**src/rtl/csb_pkg.sv**
```systemverilog
package csb_pkg;
  localparam int CFG_TYPE_LSB = 24;
  localparam int CFG_TYPE_W   = 3;
  localparam int CFG_RDIMM    = 30;

  typedef enum logic [2:0] {
    MK_UNKNOWN = 3'd0,
    MK_DDR1    = 3'd1,
    MK_DDR2    = 3'd2,
    MK_DDR3    = 3'd3,
    MK_DDR4    = 3'd4
  } mem_kind_e;
endpackage

```
**src/rtl/csb_window_match.sv**
```systemverilog
module csb_window_match #(
  parameter int FIELD_W = 16
) (
  input  logic [FIELD_W-1:0]   blk_idx,
  input  logic [2*FIELD_W-1:0] bounds,
  output logic                 hit
);
  logic [FIELD_W-1:0] lo_blk;
  logic [FIELD_W-1:0] hi_blk;
  logic               populated;

  assign lo_blk    = bounds[2*FIELD_W-1:FIELD_W];
  assign hi_blk    = bounds[FIELD_W-1:0];
  assign populated = (lo_blk != hi_blk);
  assign hit       = populated && (blk_idx >= lo_blk) && (blk_idx <= hi_blk);
endmodule

```
**src/rtl/csb_prio_pick.sv**
```systemverilog
module csb_prio_pick #(
  parameter int N = 4
) (
  input  logic [N-1:0] req,
  output logic [N-1:0] grant,
  output logic         none
);
  logic [N:0] seen;
  assign seen[0] = 1'b0;

  for (genvar i = 0; i < N; i++) begin : g_pick
    assign grant[i]  = req[i] & ~seen[i];
    assign seen[i+1] = seen[i] | req[i];
  end

  assign none = ~seen[N];
endmodule

```
**src/rtl/csb_memtype_decode.sv**
```systemverilog
module csb_memtype_decode
  import csb_pkg::*;
(
  input  logic [CFG_TYPE_W-1:0] type_field,
  input  logic                  rdimm_en,
  output logic [2:0]            kind,
  output logic                  registered
);
  mem_kind_e k;

  always_comb begin
    case (type_field)
      3'd2:    k = MK_DDR1;
      3'd3:    k = MK_DDR2;
      3'd7:    k = MK_DDR3;
      3'd5:    k = MK_DDR4;
      default: k = MK_UNKNOWN;
    endcase
  end

  assign kind       = k;
  assign registered = rdimm_en && (k != MK_UNKNOWN);
endmodule

```
**src/rtl/csb_addr_decode.sv**
```systemverilog
module csb_addr_decode
  import csb_pkg::*;
#(
  parameter int ADDR_W    = 36,
  parameter int BLK_SHIFT = 24,
  parameter int NUM_CS    = 4,
  parameter int FIELD_W   = 16,
  parameter bit OUT_REG   = 1'b1
) (
  input  logic                      clk,
  input  logic                      rst_n,
  input  logic                      req_valid,
  output logic                      req_ready,
  input  logic [ADDR_W-1:0]         req_addr,
  input  logic [NUM_CS*2*FIELD_W-1:0] cs_bounds,
  output logic                      rsp_valid,
  input  logic                      rsp_ready,
  output logic [NUM_CS-1:0]         rsp_cs,
  output logic                      rsp_miss,
  input  logic [31:0]               cfg_word,
  output logic [2:0]                mem_type,
  output logic                      mem_registered
);
  localparam int BW     = 2 * FIELD_W;
  localparam int IDX_W  = ADDR_W - BLK_SHIFT;
  localparam logic [31:0] CFG_USED =
    ((32'd1 << CFG_TYPE_W) - 32'd1) << CFG_TYPE_LSB | (32'd1 << CFG_RDIMM);

  logic [FIELD_W-1:0] blk_idx;
  logic [NUM_CS-1:0]  win_hit;
  logic [NUM_CS-1:0]  pick;
  logic               pick_none;

  assign blk_idx = FIELD_W'(req_addr[ADDR_W-1:BLK_SHIFT]);

  for (genvar c = 0; c < NUM_CS; c++) begin : g_win
    csb_window_match #(.FIELD_W(FIELD_W)) u_win (
      .blk_idx (blk_idx),
      .bounds  (cs_bounds[c*BW +: BW]),
      .hit     (win_hit[c])
    );
  end

  csb_prio_pick #(.N(NUM_CS)) u_pick (
    .req   (win_hit),
    .grant (pick),
    .none  (pick_none)
  );

  if (OUT_REG) begin : g_reg
    logic              v_q;
    logic [NUM_CS-1:0] cs_q;
    logic              miss_q;
    logic              take;

    assign req_ready = !v_q || rsp_ready;
    assign take      = req_valid && req_ready;

    always_ff @(posedge clk or negedge rst_n) begin
      if (!rst_n) begin
        v_q    <= 1'b0;
        cs_q   <= '0;
        miss_q <= 1'b0;
      end else begin
        if (req_ready) v_q <= req_valid;
        if (take) begin
          cs_q   <= pick;
          miss_q <= pick_none;
        end
      end
    end

    assign rsp_valid = v_q;
    assign rsp_cs    = cs_q;
    assign rsp_miss  = miss_q;
  end else begin : g_comb
    logic unused_clk_rst;
    assign unused_clk_rst = clk ^ rst_n;
    assign req_ready = rsp_ready;
    assign rsp_valid = req_valid;
    assign rsp_cs    = pick;
    assign rsp_miss  = pick_none;
  end

  csb_memtype_decode u_type (
    .type_field (cfg_word[CFG_TYPE_LSB +: CFG_TYPE_W]),
    .rdimm_en   (cfg_word[CFG_RDIMM]),
    .kind       (mem_type),
    .registered (mem_registered)
  );

  logic unused_bits;
  assign unused_bits = ^(cfg_word & ~CFG_USED) ^ ^req_addr[BLK_SHIFT-1:0] ^ (IDX_W > 0);
endmodule

```
**config.mk**
```make
export PLATFORM = sky130hd
export DESIGN_NAME = csb_addr_decode
export DESIGN_NICKNAME = d
export VERILOG_FILES = /design/src/rtl/csb_pkg.sv /design/src/rtl/csb_window_match.sv /design/src/rtl/csb_prio_pick.sv /design/src/rtl/csb_memtype_decode.sv /design/src/rtl/csb_addr_decode.sv
export SDC_FILE = /design/constraint.sdc
export NUM_CORES = 1
export LEC_CHECK = 0
export BUFFER_PORTS_ARGS = -buffer_cell sky130_fd_sc_hd__buf_2
export CAP_MARGIN = 20
export CELL_PAD_IN_SITES_DETAIL_PLACEMENT = 0
export CELL_PAD_IN_SITES_GLOBAL_PLACEMENT = 2
export CORE_UTILIZATION = 27
export DETAILED_ROUTE_END_ITERATION = 8
export PLACE_DENSITY_LB_ADDON = 0.1
export SLEW_MARGIN = 25
export SYNTH_ARGS = -nofsm -noshare
export SYNTH_HDL_FRONTEND = slang
export SYNTH_HIERARCHICAL = 1
export SYNTH_SLANG_ARGS = --single-unit
export TNS_END_PERCENT = 30
```
**constraint.sdc**
```tcl
create_clock -name clk -period 2.9 [get_ports clk]
set_input_delay 0.58 -clock clk [delete_from_list [all_inputs] [get_ports clk]]
set_output_delay 0.58 -clock clk [all_outputs]
set_load 0.01 [all_outputs]
```
[Word level (Yosys, flattened, before mapping)]
Index checks and enable logic that the tools add are counted.
W data, S select, Z words.
Operators by class
  magnitude comparators: 8
  equal/unequal tests: 8
  reductions and logical operators: 13
  bitwise operators: 10
  mux-type cells: 1
Operator list (count)
  $ge A12 B16 Y1: 4
  $le A12 B16 Y1: 4
  $ne A16 B16 Y1: 4
  $pmux W3 S4: 1
  $logic_and A1 B1 Y1: 10
  $eq A3 B2 Y1 const B: 2
  $eq A3 B3 Y1 const B: 2
  $not A1 Y1: 4
  $and A1 B1 Y1: 3
  $or A1 B1 Y1: 3
  $reduce_bool A3 Y1: 1
  $logic_not A1 Y1: 1
  $logic_or A1 B1 Y1: 1
Word-level totals
  input port bits: 200
  logic and storage cells: 43
  output and inout port bits: 11
  bits in registers: 6

[Depth between registers and ports, before layout]
  depth after elaboration: 7
  mapped depth: 9
  gate-level depth less buffers: 9

[Hierarchy]
The synthesis kept the hierarchy.
Modules (own cells, without submodules)
  csb_window_match (g_win[0].u_win ...): area an instance 967.2 µm², cells an instance 132, times used 3
  csb_window_match (g_win[1].u_win): area an instance 965.9 µm², cells an instance 131, times used 1
  csb_addr_decode: area an instance 261.5 µm², cells an instance 15, times used 1
  csb_prio_pick: area an instance 48.8 µm², cells an instance 5, times used 1
  csb_memtype_decode: area an instance 46.3 µm², cells an instance 7, times used 1

[Least setup slack after synthesis]
No wires, ideal clock.
  kind: input to register
  start point: input cs_bounds[41]
  end point: register g_reg.cs_q[3], in the netlist rsp_cs[3]
  slack: 473 ps
  stages: 9
  data arrival time: 2301 ps
  buffers on the path: 0
  cells stage by stage: inv_1 > ha_1 > a21oi_1 > o21ai_1 > a221oi_1 > nor2_1 > nor4_1 > nor4b_2 > mux2_4
Between the ends
  cells in the longest elaborated chain, start to end: 7
  elaborated cells on any way between the ends: 8
RTL lines
  from (decl): RTL line csb_addr_decode.sv:15  | input logic [NUM_CS*2*FIELD_W-1:0] cs_bounds,
  parallel branches: the longest is 2 deep, another holds $le A12 B16 Y1
  $logic_and A1 B1 Y1 *: RTL line csb_window_match.sv:15  | assign hit = populated && (blk_idx >= lo_blk) && (blk_idx <= hi_blk);
  via win_hit[1]: RTL line csb_addr_decode.sv:30  | logic [NUM_CS-1:0] win_hit;
  $or A1 B1 Y1 * (2 in series): RTL line csb_prio_pick.sv:13  | assign seen[i+1] = seen[i] | req[i];
  $not A1 Y1 *: RTL line csb_prio_pick.sv:12  | assign grant[i] = req[i] & ~seen[i];
  $and A1 B1 Y1 *: RTL line csb_prio_pick.sv:12
  via pick[3]: RTL line csb_addr_decode.sv:31  | logic [NUM_CS-1:0] pick;
  to (signal assigned): RTL line csb_addr_decode.sv:67  | cs_q <= pick;
  to (decl): RTL line csb_addr_decode.sv:52  | logic [NUM_CS-1:0] cs_q;
Mark *: on every way through the listed nets, which the timed path passes.
A chain may end at the register's enable or synchronous reset.

[Worst setup path in the final report]
  start point: input req_addr[35]
  end point: register g_reg.miss_q, in the netlist rsp_miss
Between the ends
  cells in the longest elaborated chain, start to end: 7
  elaborated cells on any way between the ends: 20
RTL lines
  from (decl): RTL line csb_addr_decode.sv:14  | input logic [ADDR_W-1:0] req_addr,
  $ge A12 B16 Y1: RTL line csb_window_match.sv:15
  $logic_and A1 B1 Y1: RTL line csb_window_match.sv:15
  $logic_and A1 B1 Y1 *: RTL line csb_window_match.sv:15
  via win_hit[1]: RTL line csb_addr_decode.sv:30
  $or A1 B1 Y1 * (3 in series): RTL line csb_prio_pick.sv:13
  $not A1 Y1 *: RTL line csb_prio_pick.sv:16  | assign none = ~seen[N];
  via pick_none: RTL line csb_addr_decode.sv:32  | logic pick_none;
  to (signal assigned): RTL line csb_addr_decode.sv:68  | miss_q <= pick_none;
  to (decl): RTL line csb_addr_decode.sv:53  | logic miss_q;
Mark *: on every way through the listed nets, which the timed path passes. The rest lies on a longest branch.

==> impl_table.tex <==
\begin{tabular}{lr}
\hline
Metric & Value \\
\hline
\multicolumn{2}{l}{\textbf{Setup path}} \\
Library cell contributing the largest single delay on the critical path & nor4\_1 \\
Category of cells accounting for the largest share of critical-path delay & compound AO/OA/AOI/OAI gates \\
Required time at the endpoint of the critical path & 3.01 ns \\
Crit Path Class & in -> reg \\
Max stage delay on crit path & 0.45 ns \\
Element type at the critical path start & primary input \\
Largest driver fanout on the critical path & 7 \\
Critical path, cell by cell & buf\_2 > ha\_1 > a21oi\_1 > o21ai\_1 > a221oi\_1 > nor2\_1 > nor4\_1 > buf\_4 > nor4\_2 > mux2\_4 \\
Kind of end point of the critical path & flop \\
Critical path buffer and inverter count & 2 \\
Crit path arrival time & 2.81 ns \\
\multicolumn{2}{l}{\textbf{Finish}} \\
Antenna diodes & 0 \\
Non-Filler Cell Area, Final & 5500 um2 \\
Share of post-route cells with drive strength above 1 & 0.247 \\
Area Growth Syn to Fin & 30.2\% \\
NumNets Final & 1,080 \\
\multicolumn{2}{l}{\textbf{Logic synthesis}} \\
Most instantiated cells after synthesis & ha\_1, inv\_1, xnor2\_1, a21oi\_1, nand4\_1 \\
Post-synth top flop & dfrtp\_1 \\
Async set or reset register ratio after synthesis & 1.00 \\
Average footprint of a synthesized cell & 7.62 um2 \\
Number of distinct standard cells referenced by the synthesized netlist & 39 \\
Flip-flop and latch count after synthesis & 6 \\
Post-synth EDFFs & 0 \\
Cells taking the most area after synthesis & ha\_1, xnor2\_1, inv\_1 \\
YS warnings & 6 \\
Cells after synthesis & 554 \\
Top cell type's share of synthesized area & 0.379 \\
Cell area after synthesis & 4220 um2 \\
Post-synth top area cell & ha\_1 \\
Fraction of the yosys area taken by sequential cells & 0.0355 \\
\multicolumn{2}{l}{\textbf{Clock network}} \\
Clock insertion delay at the later pin of the skew report & 0.23 ns \\
Post-CTS sizing & 0 \\
Register clock-pin slew on the reported worst setup and hold paths & 0.03 ns \\
Number of buffers inserted by hold repair at cts & 0 \\
\# H-tree levels & 1 \\
Number of CTS-inserted buffers & 3 \\
Setup fix buffers added after clock tree synthesis & 0 \\
TritonCTS clock tree & yes \\
Max Buffers Root-to-Sink & 2 \\
Clock tree sinks & 6 \\
Cell at the root of the clock tree & clkbuf\_16 \\
\multicolumn{2}{l}{\textbf{Drt}} \\
Aggregate routed wire length & 13,000 um \\
Initial DRT Pass Iterations & 4 \\
Final ANT Viol Nets & 0 \\
Via density per instance & 4.50 \\
Routed wire length per instance & 13.6 um \\
Number of design rule violations left after detail routing & 0 \\
Via count & 4,326 \\
DR iter-0 viols & 115 \\
\multicolumn{2}{l}{\textbf{Floorplanning}} \\
Area of the placeable core & 15,300 um2 \\
Die span in x & 127 um \\
Total die area & 16,100 um2 \\
Effective utilization at floorplan & 0.277 \\
Height of the chip & 127 um \\
Number of top-level design ports & 211 \\
Cell row count & 45 \\
\multicolumn{2}{l}{\textbf{STA}} \\
Timing-limited maximum frequency & 371 MHz \\
Part of the cycle the worst path needs & 0.930 \\
Tightest slew margin relative to the limit & 0.659 \\
Final Skew & 0.000967 ns \\
Worst Slack Setup Final & 0.203 ns \\
RSZ-0062 raised after global routing & false \\
Final worst path period need & 2.70 ns \\
Final hold vios & 0 \\
Transition time at the pin with the least slew margin & 0.507 ns \\
Finish-stage setup viols & 0 \\
Number of max-slew violations in the final report & 0 \\
\multicolumn{2}{l}{\textbf{Outcome}} \\
Result of the run & finished clean \\
\multicolumn{2}{l}{\textbf{Power and ir drop}} \\
Maximum vdd drop & 141 uV \\
Design Power & 1.10 mW \\
Leakage power & 3.13 nW \\
Power Density & 200 nW/um2 \\
\multicolumn{2}{l}{\textbf{Global route}} \\
First-pass GRT wire length & 20,900 um \\
GRT overflow & 0 \\
Largest net degree at the start of global routing & 9 \\
Antenna violations before repair & 0 \\
Total routing resource utilization after global routing & 0.162 \\
Number of global-route vias before repair & 4,439 \\
\multicolumn{2}{l}{\textbf{Placed design}} \\
Placement-stage worst setup slack & -0.0886 ns \\
Placer's final routability congestion estimate & 0.795 \\
HPWL after DPL & 11,900 um \\
Post-Place Cell Area & 5430 um2 \\
Number of buffers inserted by port buffering & 158 \\
\multicolumn{2}{l}{\textbf{Min path}} \\
Worst min-delay path category & in -> async \\
\multicolumn{2}{l}{\textbf{Run}} \\
Number of maximum-capacitance violations & 0 \\
\hline
\end{tabular}
## sequential cells by signal, indices dropped and copies added (netlist names)
signal	flops
rsp_miss	1
rsp_cs	4
rsp_valid	1
## where the power goes
part,total (mW),switching [mW],internal [mW]
registers,0.109,0.00943,0.0991
clock network,0.224,0.0474,0.177
logic,0.769,0.405,0.364
## logic make-up (layout without fill, tap and decap cells)
| logic type | count (synthesis) | in the layout | synth area share |
|---|---|---|---|
| buffers and inverters | 129 | 294 | 0.116 |
| AND/OR/NAND/NOR | 123 | 123 | 0.173 |
| flip-flops | 6 | 6 | 0.0355 |
| adder cells (fa/ha/maj) | 128 | 128 | 0.379 |
| AO/OA/AOI/OAI | 98 | 98 | 0.145 |
| multiplexers | 5 | 5 | 0.0178 |
| XOR/XNOR | 64 | 64 | 0.133 |
| other | 1 | 32 | 0.000888 |
## path summary, 6_finish.rpt
kind,start,endpoint,slack [ns],cells past startpoint
max in group asynchronous,rst_n,rsp_cs[1]$_DFFE_PN0P_,2.59,1
hold reg to reg,rsp_cs[1]$_DFFE_PN0P_,rsp_cs[1]$_DFFE_PN0P_,0.51,1
hold / removal,rst_n,rsp_cs[3]$_DFFE_PN0P_,0.17,1
setup / recovery,req_addr[35],rsp_miss$_DFFE_PN0P_,0.20,10
setup reg to reg,rsp_valid$_DFFE_PN0P_,rsp_cs[0]$_DFFE_PN0P_,1.90,3
min in group clk,rsp_cs[1]$_DFFE_PN0P_,rsp_cs[1]$_DFFE_PN0P_,0.51,1
## layout make-up
class,instances,area (um2)
flip-flops and latches,6,150
fillers,1713,9760
well taps,211,264
multi-input cells,450,3700
clock buffers,3,75.1
inverters,128,480
repair buffers,163,828
## layer usage
| layer | GRT usage | part of all wire | vias up |
|---|---|---|---|
| met5 | 0 | 0 | - |
| met3 | 0.0159 | 0.042 | 10 |
| li1 | - | - | 2296 |
| met1 | 0.210 | 0.48 | 1921 |
| met4 | 0.0245 | 0.010 | 0 |
| met2 | 0.296 | 0.47 | 99 |
## per-stage QoR
| step | util | hold WS [ns] | std cells | setup TNS [ns] |
|---|---|---|---|---|
| floorplan | - | 0.284 | 585 | 0 |
| global placement | 0.356 | 0.407 | 958 | -0.254 |
| detailed placement | 0.356 | 0.409 | 958 | -0.260 |
| CTS | 0.360 | 0.168 | 961 | 0 |
| global route | 0.360 | 0.178 | 961 | 0 |
| finish | 0.360 | 0.169 | 961 | 0 |
## cell usage in the layout, fill, tap and decap left out, types with 3 or more instances in the layout
cell,n
nand4_1,43
o21ai_0,7
a21oi_1,51
nand3_1,12
or3_1,3
a21o_1,8
o21a_1,4
conb_1,32
buf_4,5
nor4_1,8
nand2_1,21
nand2b_1,5
buf_2,158
nor2_1,13
inv_1,128
a221oi_1,4
a31oi_1,4
o31ai_1,4
a211oi_2,3
ha_1,128
clkbuf_16,3
mux2_4,5
o211ai_1,4
nor2b_1,5
dfrtp_1,6
nor4_2,5
a211o_1,4
xnor2_1,64
No activity file was read; power rests on OpenSTA's default activity.
